[config.mk]
export PLATFORM = sky130hd
export DESIGN_NAME = fpmul_unit
export DESIGN_NICKNAME = d
export VERILOG_FILES = /design/src/rtl/fpmul_pkg.sv /design/src/rtl/fpmul_classify.sv /design/src/rtl/fpmul_core.sv /design/src/rtl/fpmul_unit.sv
export SDC_FILE = /design/constraint.sdc
export NUM_CORES = 2
export LEC_CHECK = 0
export BUFFER_PORTS_ARGS = -buffer_cell sky130_fd_sc_hd__buf_2
export CAP_MARGIN = 20
export CORE_MARGIN = 1.5
export CORE_UTILIZATION = 70
export CTS_CLUSTER_SIZE = 12
export DETAILED_ROUTE_END_ITERATION = 7
export GPL_TIMING_DRIVEN = 0
export PLACE_DENSITY = 0.9
export SKIP_LAST_GASP = 1
export SLEW_MARGIN = 20
export SYNTH_ARGS = -nofsm -noshare
export SYNTH_HDL_FRONTEND = slang
export SYNTH_SLANG_ARGS = --single-unit
[constraint.sdc]
create_clock -name clk -period 20.5 [get_ports clk]
set_clock_uncertainty 0.1 [all_clocks]
set_input_delay 1.025 -clock clk [delete_from_list [all_inputs] [get_ports clk]]
set_output_delay 1.025 -clock clk [all_outputs]
set_load 0.01 [all_outputs]
[src/rtl/fpmul_pkg.sv]
package fpmul_pkg;
    localparam int EXP_W   = 8;
    localparam int FRAC_W  = 23;
    localparam int FLT_W   = 1 + EXP_W + FRAC_W;
    localparam int CAUSE_W = 5;
    localparam int FLAG_W  = 4;

    localparam int C_INX = 0;
    localparam int C_UNF = 1;
    localparam int C_OVF = 2;
    localparam int C_INV = 3;
    localparam int C_ERR = 4;

    typedef enum logic [2:0] {
        CLS_ZERO,
        CLS_DENORM,
        CLS_NORM,
        CLS_INF,
        CLS_QNAN,
        CLS_SNAN
    } fcls_e;
endpackage

[src/rtl/fpmul_classify.sv]
module fpmul_classify
    import fpmul_pkg::*;
#(
    parameter int EW = EXP_W,
    parameter int FW = FRAC_W
) (
    input  logic [EW+FW:0] op,
    output fcls_e          cls
);
    logic [EW-1:0] e_fld;
    logic [FW-1:0] f_fld;

    always_comb begin
        e_fld = op[EW+FW-1:FW];
        f_fld = op[FW-1:0];
        if (&e_fld) begin
            if (f_fld == '0)      cls = CLS_INF;
            else if (f_fld[FW-1]) cls = CLS_SNAN;
            else                  cls = CLS_QNAN;
        end else if (e_fld == '0) begin
            cls = (f_fld == '0) ? CLS_ZERO : CLS_DENORM;
        end else begin
            cls = CLS_NORM;
        end
    end
endmodule

[src/rtl/fpmul_core.sv]
module fpmul_core
    import fpmul_pkg::*;
#(
    parameter int EW = EXP_W,
    parameter int FW = FRAC_W
) (
    input  logic [EW+FW:0] a,
    input  logic [EW+FW:0] b,
    output logic [EW+FW:0] prod,
    output logic           ovf,
    output logic           unf,
    output logic           inx
);
    localparam int SIG_W  = FW + 1;
    localparam int PROD_W = 2 * SIG_W;
    localparam int XW     = EW + 2;
    localparam int BIAS   = (1 << (EW - 1)) - 1;
    localparam int EMAX   = (1 << EW) - 1;

    logic [SIG_W-1:0]  sig_a, sig_b, mant;
    logic [PROD_W-1:0] full;
    logic              hi, rnd, sticky, inc, carry, sgn;
    logic [SIG_W:0]    sum;
    logic signed [XW-1:0] e_sum;
    logic [FW-1:0]     frac;

    always_comb begin
        sgn    = a[EW+FW] ^ b[EW+FW];
        sig_a  = {1'b1, a[FW-1:0]};
        sig_b  = {1'b1, b[FW-1:0]};
        full   = PROD_W'(sig_a) * PROD_W'(sig_b);
        hi     = full[PROD_W-1];
        if (hi) begin
            mant   = full[PROD_W-1 -: SIG_W];
            rnd    = full[PROD_W-SIG_W-1];
            sticky = |full[PROD_W-SIG_W-2:0];
        end else begin
            mant   = full[PROD_W-2 -: SIG_W];
            rnd    = full[PROD_W-SIG_W-2];
            sticky = |full[PROD_W-SIG_W-3:0];
        end
        inc   = rnd & (sticky | mant[0]);
        sum   = {1'b0, mant} + (SIG_W+1)'(inc);
        carry = sum[SIG_W];
        frac  = carry ? '0 : sum[FW-1:0];
        e_sum = $signed(XW'(a[EW+FW-1:FW])) + $signed(XW'(b[EW+FW-1:FW]))
              - $signed(XW'(BIAS)) + $signed(XW'(hi)) + $signed(XW'(carry));
        ovf   = (e_sum >= $signed(XW'(EMAX)));
        unf   = (e_sum <= $signed(XW'(0)));
        inx   = rnd | sticky | ovf | unf;
        if (ovf)      prod = {sgn, {EW{1'b1}}, {FW{1'b0}}};
        else if (unf) prod = {sgn, {(EW+FW){1'b0}}};
        else          prod = {sgn, e_sum[EW-1:0], frac};
    end
endmodule

[src/rtl/fpmul_unit.sv]
module fpmul_unit
    import fpmul_pkg::*;
#(
    parameter int EW    = EXP_W,
    parameter int FW    = FRAC_W,
    parameter int IDX_W = 4
) (
    input  logic               clk,
    input  logic               rst_n,
    input  logic               op_valid,
    input  logic [15:0]        op_code,
    input  logic [EW+FW:0]     opnd_n,
    input  logic [EW+FW:0]     opnd_m,
    input  logic               en_load,
    input  logic [FLAG_W-1:0]  en_value,
    output logic               res_we,
    output logic [IDX_W-1:0]   res_idx,
    output logic [EW+FW:0]     res_data,
    output logic [CAUSE_W-1:0] cause_o,
    output logic [FLAG_W-1:0]  flag_o,
    output logic               trap_o
);
    localparam int W = EW + FW + 1;
    localparam logic [W-1:0] DFLT_QNAN = {1'b0, {EW{1'b1}}, 1'b0, {(FW-1){1'b1}}};

    typedef struct packed {
        logic               wr;
        logic [IDX_W-1:0]   idx;
        logic [W-1:0]       data;
        logic [CAUSE_W-1:0] cause;
        logic [FLAG_W-1:0]  flag;
        logic [FLAG_W-1:0]  en;
        logic               trap;
    } st_t;

    st_t st_d, st_q;

    logic [W-1:0] opnd [2];
    fcls_e        cls  [2];
    logic [W-1:0] core_res;
    logic         core_ovf, core_unf, core_inx;

    assign opnd[0] = opnd_n;
    assign opnd[1] = opnd_m;

    for (genvar gi = 0; gi < 2; gi++) begin : g_cls
        fpmul_classify #(.EW(EW), .FW(FW)) u_cls (
            .op  (opnd[gi]),
            .cls (cls[gi])
        );
    end

    fpmul_core #(.EW(EW), .FW(FW)) u_core (
        .a    (opnd_n),
        .b    (opnd_m),
        .prod (core_res),
        .ovf  (core_ovf),
        .unf  (core_unf),
        .inx  (core_inx)
    );

    logic               acc, any_snan, any_qnan, any_dn, any_zero, any_inf, sgn;
    logic [CAUSE_W-1:0] c;
    logic [W-1:0]       r;
    logic               trp;

    always_comb begin
        st_d     = st_q;
        st_d.wr  = 1'b0;
        st_d.trap = 1'b0;
        acc      = op_valid && (op_code[15:12] == 4'hF) && (op_code[3:0] == 4'h2);
        any_snan = (cls[0] == CLS_SNAN)   || (cls[1] == CLS_SNAN);
        any_qnan = (cls[0] == CLS_QNAN)   || (cls[1] == CLS_QNAN);
        any_dn   = (cls[0] == CLS_DENORM) || (cls[1] == CLS_DENORM);
        any_zero = (cls[0] == CLS_ZERO)   || (cls[1] == CLS_ZERO);
        any_inf  = (cls[0] == CLS_INF)    || (cls[1] == CLS_INF);
        sgn      = opnd_n[W-1] ^ opnd_m[W-1];
        c        = '0;
        r        = st_q.data;

        if (any_snan) begin
            r        = DFLT_QNAN;
            c[C_INV] = 1'b1;
        end else if (any_qnan) begin
            r        = DFLT_QNAN;
        end else if (any_dn) begin
            c[C_ERR] = 1'b1;
        end else if (any_zero && any_inf) begin
            r        = DFLT_QNAN;
            c[C_INV] = 1'b1;
        end else if (any_inf) begin
            r        = {sgn, {EW{1'b1}}, {FW{1'b0}}};
        end else if (any_zero) begin
            r        = {sgn, {(W-1){1'b0}}};
        end else begin
            r        = core_res;
            c[C_INX] = core_inx;
            c[C_OVF] = core_ovf;
            c[C_UNF] = core_unf;
        end

        trp = c[C_ERR] | (|(c[FLAG_W-1:0] & st_q.en)) | st_q.en[C_INX];

        if (acc) begin
            st_d.cause = c;
            st_d.flag  = st_q.flag | c[FLAG_W-1:0];
            st_d.trap  = trp;
            st_d.wr    = ~trp;
            st_d.idx   = op_code[11:8];
            if (!trp) st_d.data = r;
        end
        if (en_load) st_d.en = en_value;
    end

    always_ff @(posedge clk) begin
        if (!rst_n) st_q <= '0;
        else        st_q <= st_d;
    end

    assign res_we   = st_q.wr;
    assign res_idx  = st_q.idx;
    assign res_data = st_q.data;
    assign cause_o  = st_q.cause;
    assign flag_o   = st_q.flag;
    assign trap_o   = st_q.trap;
endmodule

# Word level (Yosys, flattened, before mapping)
# Index checks and enable logic that the tools add are counted.
word_totals:
  regBits: 51
  inputBits: 88
  output_inout_bits: 47
  elab_cells: 90
classes:
  n_addsub: 5
  mul: 1
  order_cmp: 2
  eq_ne: 11
  mux: 32
  bitwise_logic: 11
  n_reduce_logical: 21
ops:
  columns: ["cell", "count"]
  rows:
  - ["two-way mux 32 bit", 4]
  - ["two-way mux 31 bit", 4]
  - ["multiplier 24 x 24 -> 48 bit", 1]
  - ["zero test 23 bit", 2]
  - ["two-way mux 3 bit", 10]
  - ["adder 24 x 1 -> 25 bit", 1]
  - ["two-way mux 24 bit", 1]
  - ["two-way mux 23 bit", 1]
  - ["OR reduction 23 bit", 1]
  - ["OR reduction 22 bit", 1]
  - ["adder 10 x 2 -> 10 bit", 2]
  - ["zero test 8 bit", 2]
  - ["AND reduction 8 bit", 2]
  - ["== test 3 bit (second input constant)", 4]
  - [">= comparator 10 x 9 -> 1 bit (second input constant)", 1]
  - ["less-or-equal comparator 10 x 1 -> 1 bit (second input constant)", 1]
  - ["two-way mux 1 bit", 10]
  - ["subtractor 10 x 8 -> 10 bit (second input constant)", 1]
  - ["adder 8 x 8 -> 9 bit", 1]
  - ["== test 3 x 1 -> 1 bit (second input constant)", 2]
  - ["== test 3 x 2 -> 1 bit (second input constant)", 2]
  - ["zero test 3 bit", 2]
  - ["OR 1 bit", 6]
  - ["logical OR 1 bit", 5]
  - ["14 further kinds", 16]

# Longest topological paths before layout
depth:
  ltp_word: 22
  ltp_mapped: 50
  mapped_depth_nobuf: 44

# Cells and area by module
# Synthesis repeated with hierarchy kept, for this count alone.
hier_totals:
  cells_unflattened: 3015
  area_unflattened_um2: 24966.4
by_module_without_submodules:
  columns: ["mod", "instances", "cells_per_inst", "area_per_inst_um2", "seq_area_each_um2"]
  rows:
  - ["fpmul_core", 1, 2623, 21878.5, 0.0]
  - ["fpmul_unit", 1, 352, 2837.7, 1021.0]
  - ["fpmul_classify", 2, 20, 125.1, 0.0]

# Least setup slack after synthesis
# OpenSTA, ideal clock, no wires.
synth_path:
  path_type: "input-to-reg"
  startpoint: "input opnd_m[3]"
  endpoint: "register st_q, in the netlist res_data[12]"
  setup_time_ns: 0.137
  arrival_ns: 12.748
  required_time_ns: 20.263
  path_slack_ns: 7.515
  path_stages: 45
  n_path_buf: 5
  path_cell_list: "clkbuf_1 -> nand2_1 -> fa_1 -> inv_1 -> fa_1 -> inv_1 -> fa_1 -> fa_1 -> inv_1 -> fa_1 -> fa_1 -> inv_1 -> fa_1 -> inv_1 -> ha_1 -> buf_4 -> a21oi_1 -> o21ai_0 -> [9 not listed] -> ha_1 -> nand2b_4 -> or4_4 -> or4_4 -> nor4_4 -> ha_1 -> inv_1 -> fa_1 -> nor2_1 -> nand4_1 -> a211oi_1 -> xnor2_1 -> a21oi_1 -> a311o_1 -> nor4b_1 -> o21ai_1 -> nand2_1 -> a211oi_1"
synth_via:
  elab_chain_cells: 22
  elab_cells_between_ends: 58
  classes_between: "add/sub (3); mul (1); order compare (2); eq/ne (5); mux (26); bitwise (9); reduce/logical (12)"
synth_lines:
  columns: ["item", "line", "rtl"]
  rows:
  - ["from (decl)", "fpmul_unit.sv:13", "input logic [EW+FW:0] opnd_m,"]
  - ["multiplier 24 x 24 -> 48 bit", "fpmul_core.sv:31", "full = PROD_W'(sig_a) * PROD_W'(sig_b);"]
  - ["OR reduction 23 bit / OR reduction 22 bit (equally long branches)", "fpmul_core.sv:36, fpmul_core.sv:40", null]
  - ["two-way mux 1 bit", "fpmul_core.sv:33", "if (hi) begin"]
  - ["OR 1 bit", "fpmul_core.sv:42", "inc = rnd & (sticky | mant[0]);"]
  - ["bitwise AND 1 bit", "fpmul_core.sv:42", null]
  - ["adder 24 x 1 -> 25 bit", "fpmul_core.sv:43", "sum = {1'b0, mant} + (SIG_W+1)'(inc);"]
  - ["adder 10 x 2 -> 10 bit", "fpmul_core.sv:47", "- $signed(XW'(BIAS)) + $signed(XW'(hi)) + $signed(XW'(carry));"]
  - [">= comparator 10 x 9 -> 1 bit", "fpmul_core.sv:48", "ovf = (e_sum >= $signed(XW'(EMAX)));"]
  - ["[5 not listed]", null, null]
  - ["two-way mux 4 bit", "fpmul_unit.sv:86", "end else if (any_dn) begin"]
  - ["two-way mux 5 bit", "fpmul_unit.sv:84", "end else if (any_qnan) begin"]
  - ["two-way mux 3 bit", "fpmul_unit.sv:81", "if (any_snan) begin"]
  - ["bitwise AND 4 bit", "fpmul_unit.sv:102", "trp = c[C_ERR] | (|(c[FLAG_W-1:0] & st_q.en)) | st_q.en[C_INX];"]
  - ["OR reduction 4 bit", "fpmul_unit.sv:102", null]
  - ["OR 1 bit (2 in series)", "fpmul_unit.sv:102", null]
  - ["inverter 1 bit (no source line)", null, null]
  - ["AND reduction 3 bit (no source line)", null, null]
  - ["to (signal assigned)", "fpmul_unit.sv:117", "else st_q <= st_d;"]
  - ["to (decl)", "fpmul_unit.sv:36", "st_t st_d, st_q;"]
# Parallel ways exist; a longest one is shown, timed or not. The select of a mux whose other input is x is not followed.
# A chain may end at the register's enable or synchronous reset.

# Worst setup path after layout
layout_path:
  startpoint: "input opnd_n[8]"
  endpoint: "register st_q, in the netlist res_data[13]"
layout_via:
  elab_chain_cells: 22
  elab_cells_between_ends: 58
  classes_between: "add/sub (3); mul (1); order compare (2); eq/ne (5); mux (26); bitwise (9); reduce/logical (12)"
layout_lines:
  columns: ["item", "line", "rtl"]
  rows:
  - ["from (decl)", "fpmul_unit.sv:12", "input logic [EW+FW:0] opnd_n,"]
  - ["multiplier 24 x 24 -> 48 bit", "fpmul_core.sv:31", null]
  - ["OR reduction 23 bit / OR reduction 22 bit (equally long branches)", "fpmul_core.sv:36, fpmul_core.sv:40", null]
  - ["two-way mux 1 bit", "fpmul_core.sv:33", null]
  - ["OR 1 bit", "fpmul_core.sv:42", null]
  - ["bitwise AND 1 bit", "fpmul_core.sv:42", null]
  - ["adder 24 x 1 -> 25 bit", "fpmul_core.sv:43", null]
  - ["adder 10 x 2 -> 10 bit", "fpmul_core.sv:47", null]
  - [">= comparator 10 x 9 -> 1 bit", "fpmul_core.sv:48", null]
  - ["[5 not listed]", null, null]
  - ["two-way mux 4 bit", "fpmul_unit.sv:86", null]
  - ["two-way mux 5 bit", "fpmul_unit.sv:84", null]
  - ["two-way mux 3 bit", "fpmul_unit.sv:81", null]
  - ["bitwise AND 4 bit", "fpmul_unit.sv:102", null]
  - ["OR reduction 4 bit", "fpmul_unit.sv:102", null]
  - ["OR 1 bit (2 in series)", "fpmul_unit.sv:102", null]
  - ["inverter 1 bit (no source line)", null, null]
  - ["AND reduction 3 bit (no source line)", null, null]
# Parallel ways exist; a longest one is shown, timed or not. The select of a mux whose other input is x is not followed.

==> results_tabular.tex <==
\begin{tabular}{lr}
\hline
Metric & Value \\
\hline
\multicolumn{2}{l}{\textbf{Floorplan}} \\
Boundary pin count & between 100 and 150 \\
Horizontal extent of the die & approximately 190 um \\
Area of the die & $\sim$35000 um\^{}2 \\
Num rows & 67 \\
Placeable core region & 33400 um\^{}2 \\
Y dimension of the die & roughly 190 um \\
Starting density of the core & 71.0\% \\
\multicolumn{2}{l}{\textbf{Worst setup path}} \\
Reg2reg start & st\_q[4] \\
Maximum fanout along the worst path & 10 \\
Critical Path Start Type & input pin \\
Data required time of the critical path & between 20 and 25 ns \\
Delay contributed by the slowest stage of the critical path & 0.83 ns \\
Slowest CP cell & nor4b\_1 \\
Kind of capture point of the worst setup path & flop \\
Capture instance of the worst register-to-register path & res\_data[13] \\
Data arrival at the endpoint of the critical path & 16.56 ns \\
Setup slack on the worst flop-to-flop path & 17.77 ns \\
Critical path class & in -> reg \\
Worst-case reg-to-reg path depth & 6 \\
\multicolumn{2}{l}{\textbf{Logic synthesis}} \\
Sequential area share after synthesis & 4.30\% \\
Post-synthesis cell type count & 86 \\
Async set or reset register ratio after synthesis & 0\% \\
Post-synthesis register bit count & 51 \\
Cell area after synthesis & 23800 um\^{}2 \\
Post-synthesis average cell area & approximately 8.4 um\^{}2 \\
Largest cells by area after synthesis & fa\_1 (41\%), ha\_1 (9.8\%), inv\_1 (9.5\%) \\
Syn Nets & 3598 \\
Area leader, netlist & fa\_1 \\
Most used standard cell by instance count after synthesis & inv\_1 \\
Top\_reg\_cell synth & dfxtp\_1 \\
Share of Yosys cell area claimed by the top area cell type & 40.8\% \\
Top cells by count, synth & inv\_1 (603), fa\_1 (484), nand2\_1 (357) \\
Number of flops mapped to enable cells by yosys & 0 \\
Synthesis warning total & 0 \\
Cells after Synth & $\sim$2.8k \\
\multicolumn{2}{l}{\textbf{Worst hold path}} \\
Startpoint of the lowest-slack hold path & res\_idx[2] \\
Worst hold path stage count & 2 \\
Hold crit path type & reg -> reg \\
Endpoint of the worst hold-timing path & res\_idx[2] \\
\multicolumn{2}{l}{\textbf{Route}} \\
First DRT Iteration DRCs & roughly 2.1k \\
Overall routed net length & 76900 um \\
DRT Pass-1 Iters & 5 \\
Number of vias in the routed layout & 20.7k \\
Average routed wire per standard cell & roughly 22 um \\
Residual antenna-violating net count after detailed routing & 0 \\
Vias per cell & 6.05 \\
Total DRC errors in the routed layout & 0 \\
\multicolumn{2}{l}{\textbf{Clock tree}} \\
Clk root buf & clkbuf\_16 \\
CTS H-tree depth & 2 \\
Post-CTS setup-driven buffer insertion count & 0 \\
Count of hold-fix buffers inserted at cts & 0 \\
Clock tree from TritonCTS & built \\
Maximum number of buffers from clock root to sink & 2 \\
Number of buffers added by the clock tree synthesis step & 5 \\
Clock-pin slew on the worst setup and hold paths & 0.07 ns \\
Number of cells upsized or downsized after cts & 0 \\
TritonCTS Sinks & 51 \\
Worst-Skew Late Latency & 0.29 ns \\
\multicolumn{2}{l}{\textbf{Cells and area}} \\
Filler instances & approximately 2.5k \\
Number of nets at the end of the flow & 3732 \\
Footprint of the flip-flops and latches & 1020 um\^{}2 \\
Area of the multi-input gates & 19600 um\^{}2 \\
Cell Count, Final, Fillers Out & 3423 \\
Number of diodes added for antenna fixing & 0 \\
Layout overhead on the synthesized area & 5.85\% \\
Share of cells above drive strength 1 & 8.03\% \\
\multicolumn{2}{l}{\textbf{Placed design}} \\
GP Congestion & around 1.1 \\
Placed wire-length estimate & about 64000 um \\
Number of placed instances with taps included & 3415 \\
Port Buf Inserts & between 100 and 150 \\
\multicolumn{2}{l}{\textbf{GRT}} \\
Global-route usage over all layers & 45.4\% \\
Wire length of the first global-routing pass & 121000 um \\
Overflow left after global routing & 0 \\
Number of antenna violations at the first check in global routing & 5 \\
Number of global-route vias before repair & 21.6k \\
Maximum number of pins on one net before global-route repair & 17 \\
\multicolumn{2}{l}{\textbf{Flow run}} \\
Reported max-cap violation count & 0 \\
\multicolumn{2}{l}{\textbf{STA}} \\
Max-Slew Margin vs Limit & 31.3\% \\
Setup TNS after final layout & 0 ns \\
Max Transition Viols Final & 0 \\
Share of the clock period used by the worst path & 80.5\% \\
Finish-stage setup viols & 0 \\
Worst-Margin Slew & 1.03 ns \\
Post-layout minimum cycle time & $\sim$17 ns \\
Hold violation total from the final report & 0 \\
Hold Worst Slack & 0.373 ns \\
Setup repair after global routing missed its margin & no \\
Highest clock frequency the design can meet & 60.6 MHz \\
\multicolumn{2}{l}{\textbf{Status}} \\
Result of the run & finished clean \\
\hline
\end{tabular}
## layer usage
layer  vias to the layer above  global-route usage [%]  wire [um]
li1                       8971                       -          -
met1                     10107                    57.5      27900
met2                      1358                    71.7      34600
met3                       285                    12.7       9380
met4                         4                    22.7       4860
met5                         -                       0         30
## logic make-up after synthesis
kind of cell | share of synthesized area, %
compound gates | 9.59
xor+xnor | 2.43
fa+ha+maj | 50.6
buf+inv | 13.3
flops | 4.30
mux | 0.637
simple gates | 19.2
## worst max path at each step
stage / end / from / slack (ns) / cells past startpoint
after global placement: res_data[12] / opnd_n[8] / 4.40 / 48
after floorplan: res_data[12] / opnd_m[3] / 7.52 / 45
after global routing: res_data[12] / opnd_n[8] / 3.38 / 46
final: res_data[13] / opnd_n[8] / 3.99 / 48
after CTS: res_data[19] / opnd_n[8] / 4.44 / 48
after detailed placement: res_data[19] / opnd_n[8] / 4.25 / 48
## registers in the layout, indices dropped and copies added (netlist names)
name and cells:
res_idx 4, st_q 4, res_data 32, flag_o 4, res_we 1, trap_o 1, cause_o 5
## critical path: cells and delay by family
family / cells / cell delay (ns)
XOR/XNOR: 1 / 0.24
AO/OA/AOI/OAI: 11 / 3.27
AND/OR/NAND/NOR: 11 / 3.85
adder cells (fa/ha/maj): 11 / 4.77
buffers and inverters: 14 / 3.37
## area by class of cell
class | count | share of cell area (%)
plain buffers | 182 | 3.50
clock inverters | 2 | 0.154
flip-flops and latches | 51 | 4.06
clock buffers | 6 | 0.552
repair buffers | 127 | 2.53
inverters | 606 | 9.05
well taps | 448 | 2.23
multi-input cells | 2001 | 77.9
## stage by stage
stage	util, %	setup slack [ns]	cell area, um^2
after global placement	74.6	4.40	25000
after floorplan	-	7.52	23800
after global routing	75.2	3.38	25100
after CTS	75.2	4.44	25100
after detailed placement	74.6	4.25	25000
final	75.2	3.99	25100
## layout by cell type (no fill, tap or decap), drive strengths merged, types with 12 or more instances in the layout
cell type  synthesis  layout
nand3             31      31
a21oi             98      98
dfxtp             51      51
nor2             113     113
mux2i             14      14
nor2b             15      15
nand2            357     357
xor2              33      33
xnor2             32      32
o211ai            19      19
fa               484     484
buf               64     191
o21ai             69      69
nand4             24      24
and3              12      12
and2             252     252
nor3              29      29
nor4              29      29
ha               186     186
a21o              26      26
or2               12      12
a211oi            16      16
inv              603     604
clkbuf           118     124
Power is not shown: default switching activity piles up to over one toggle a cycle in this logic, so the estimate is an artifact.
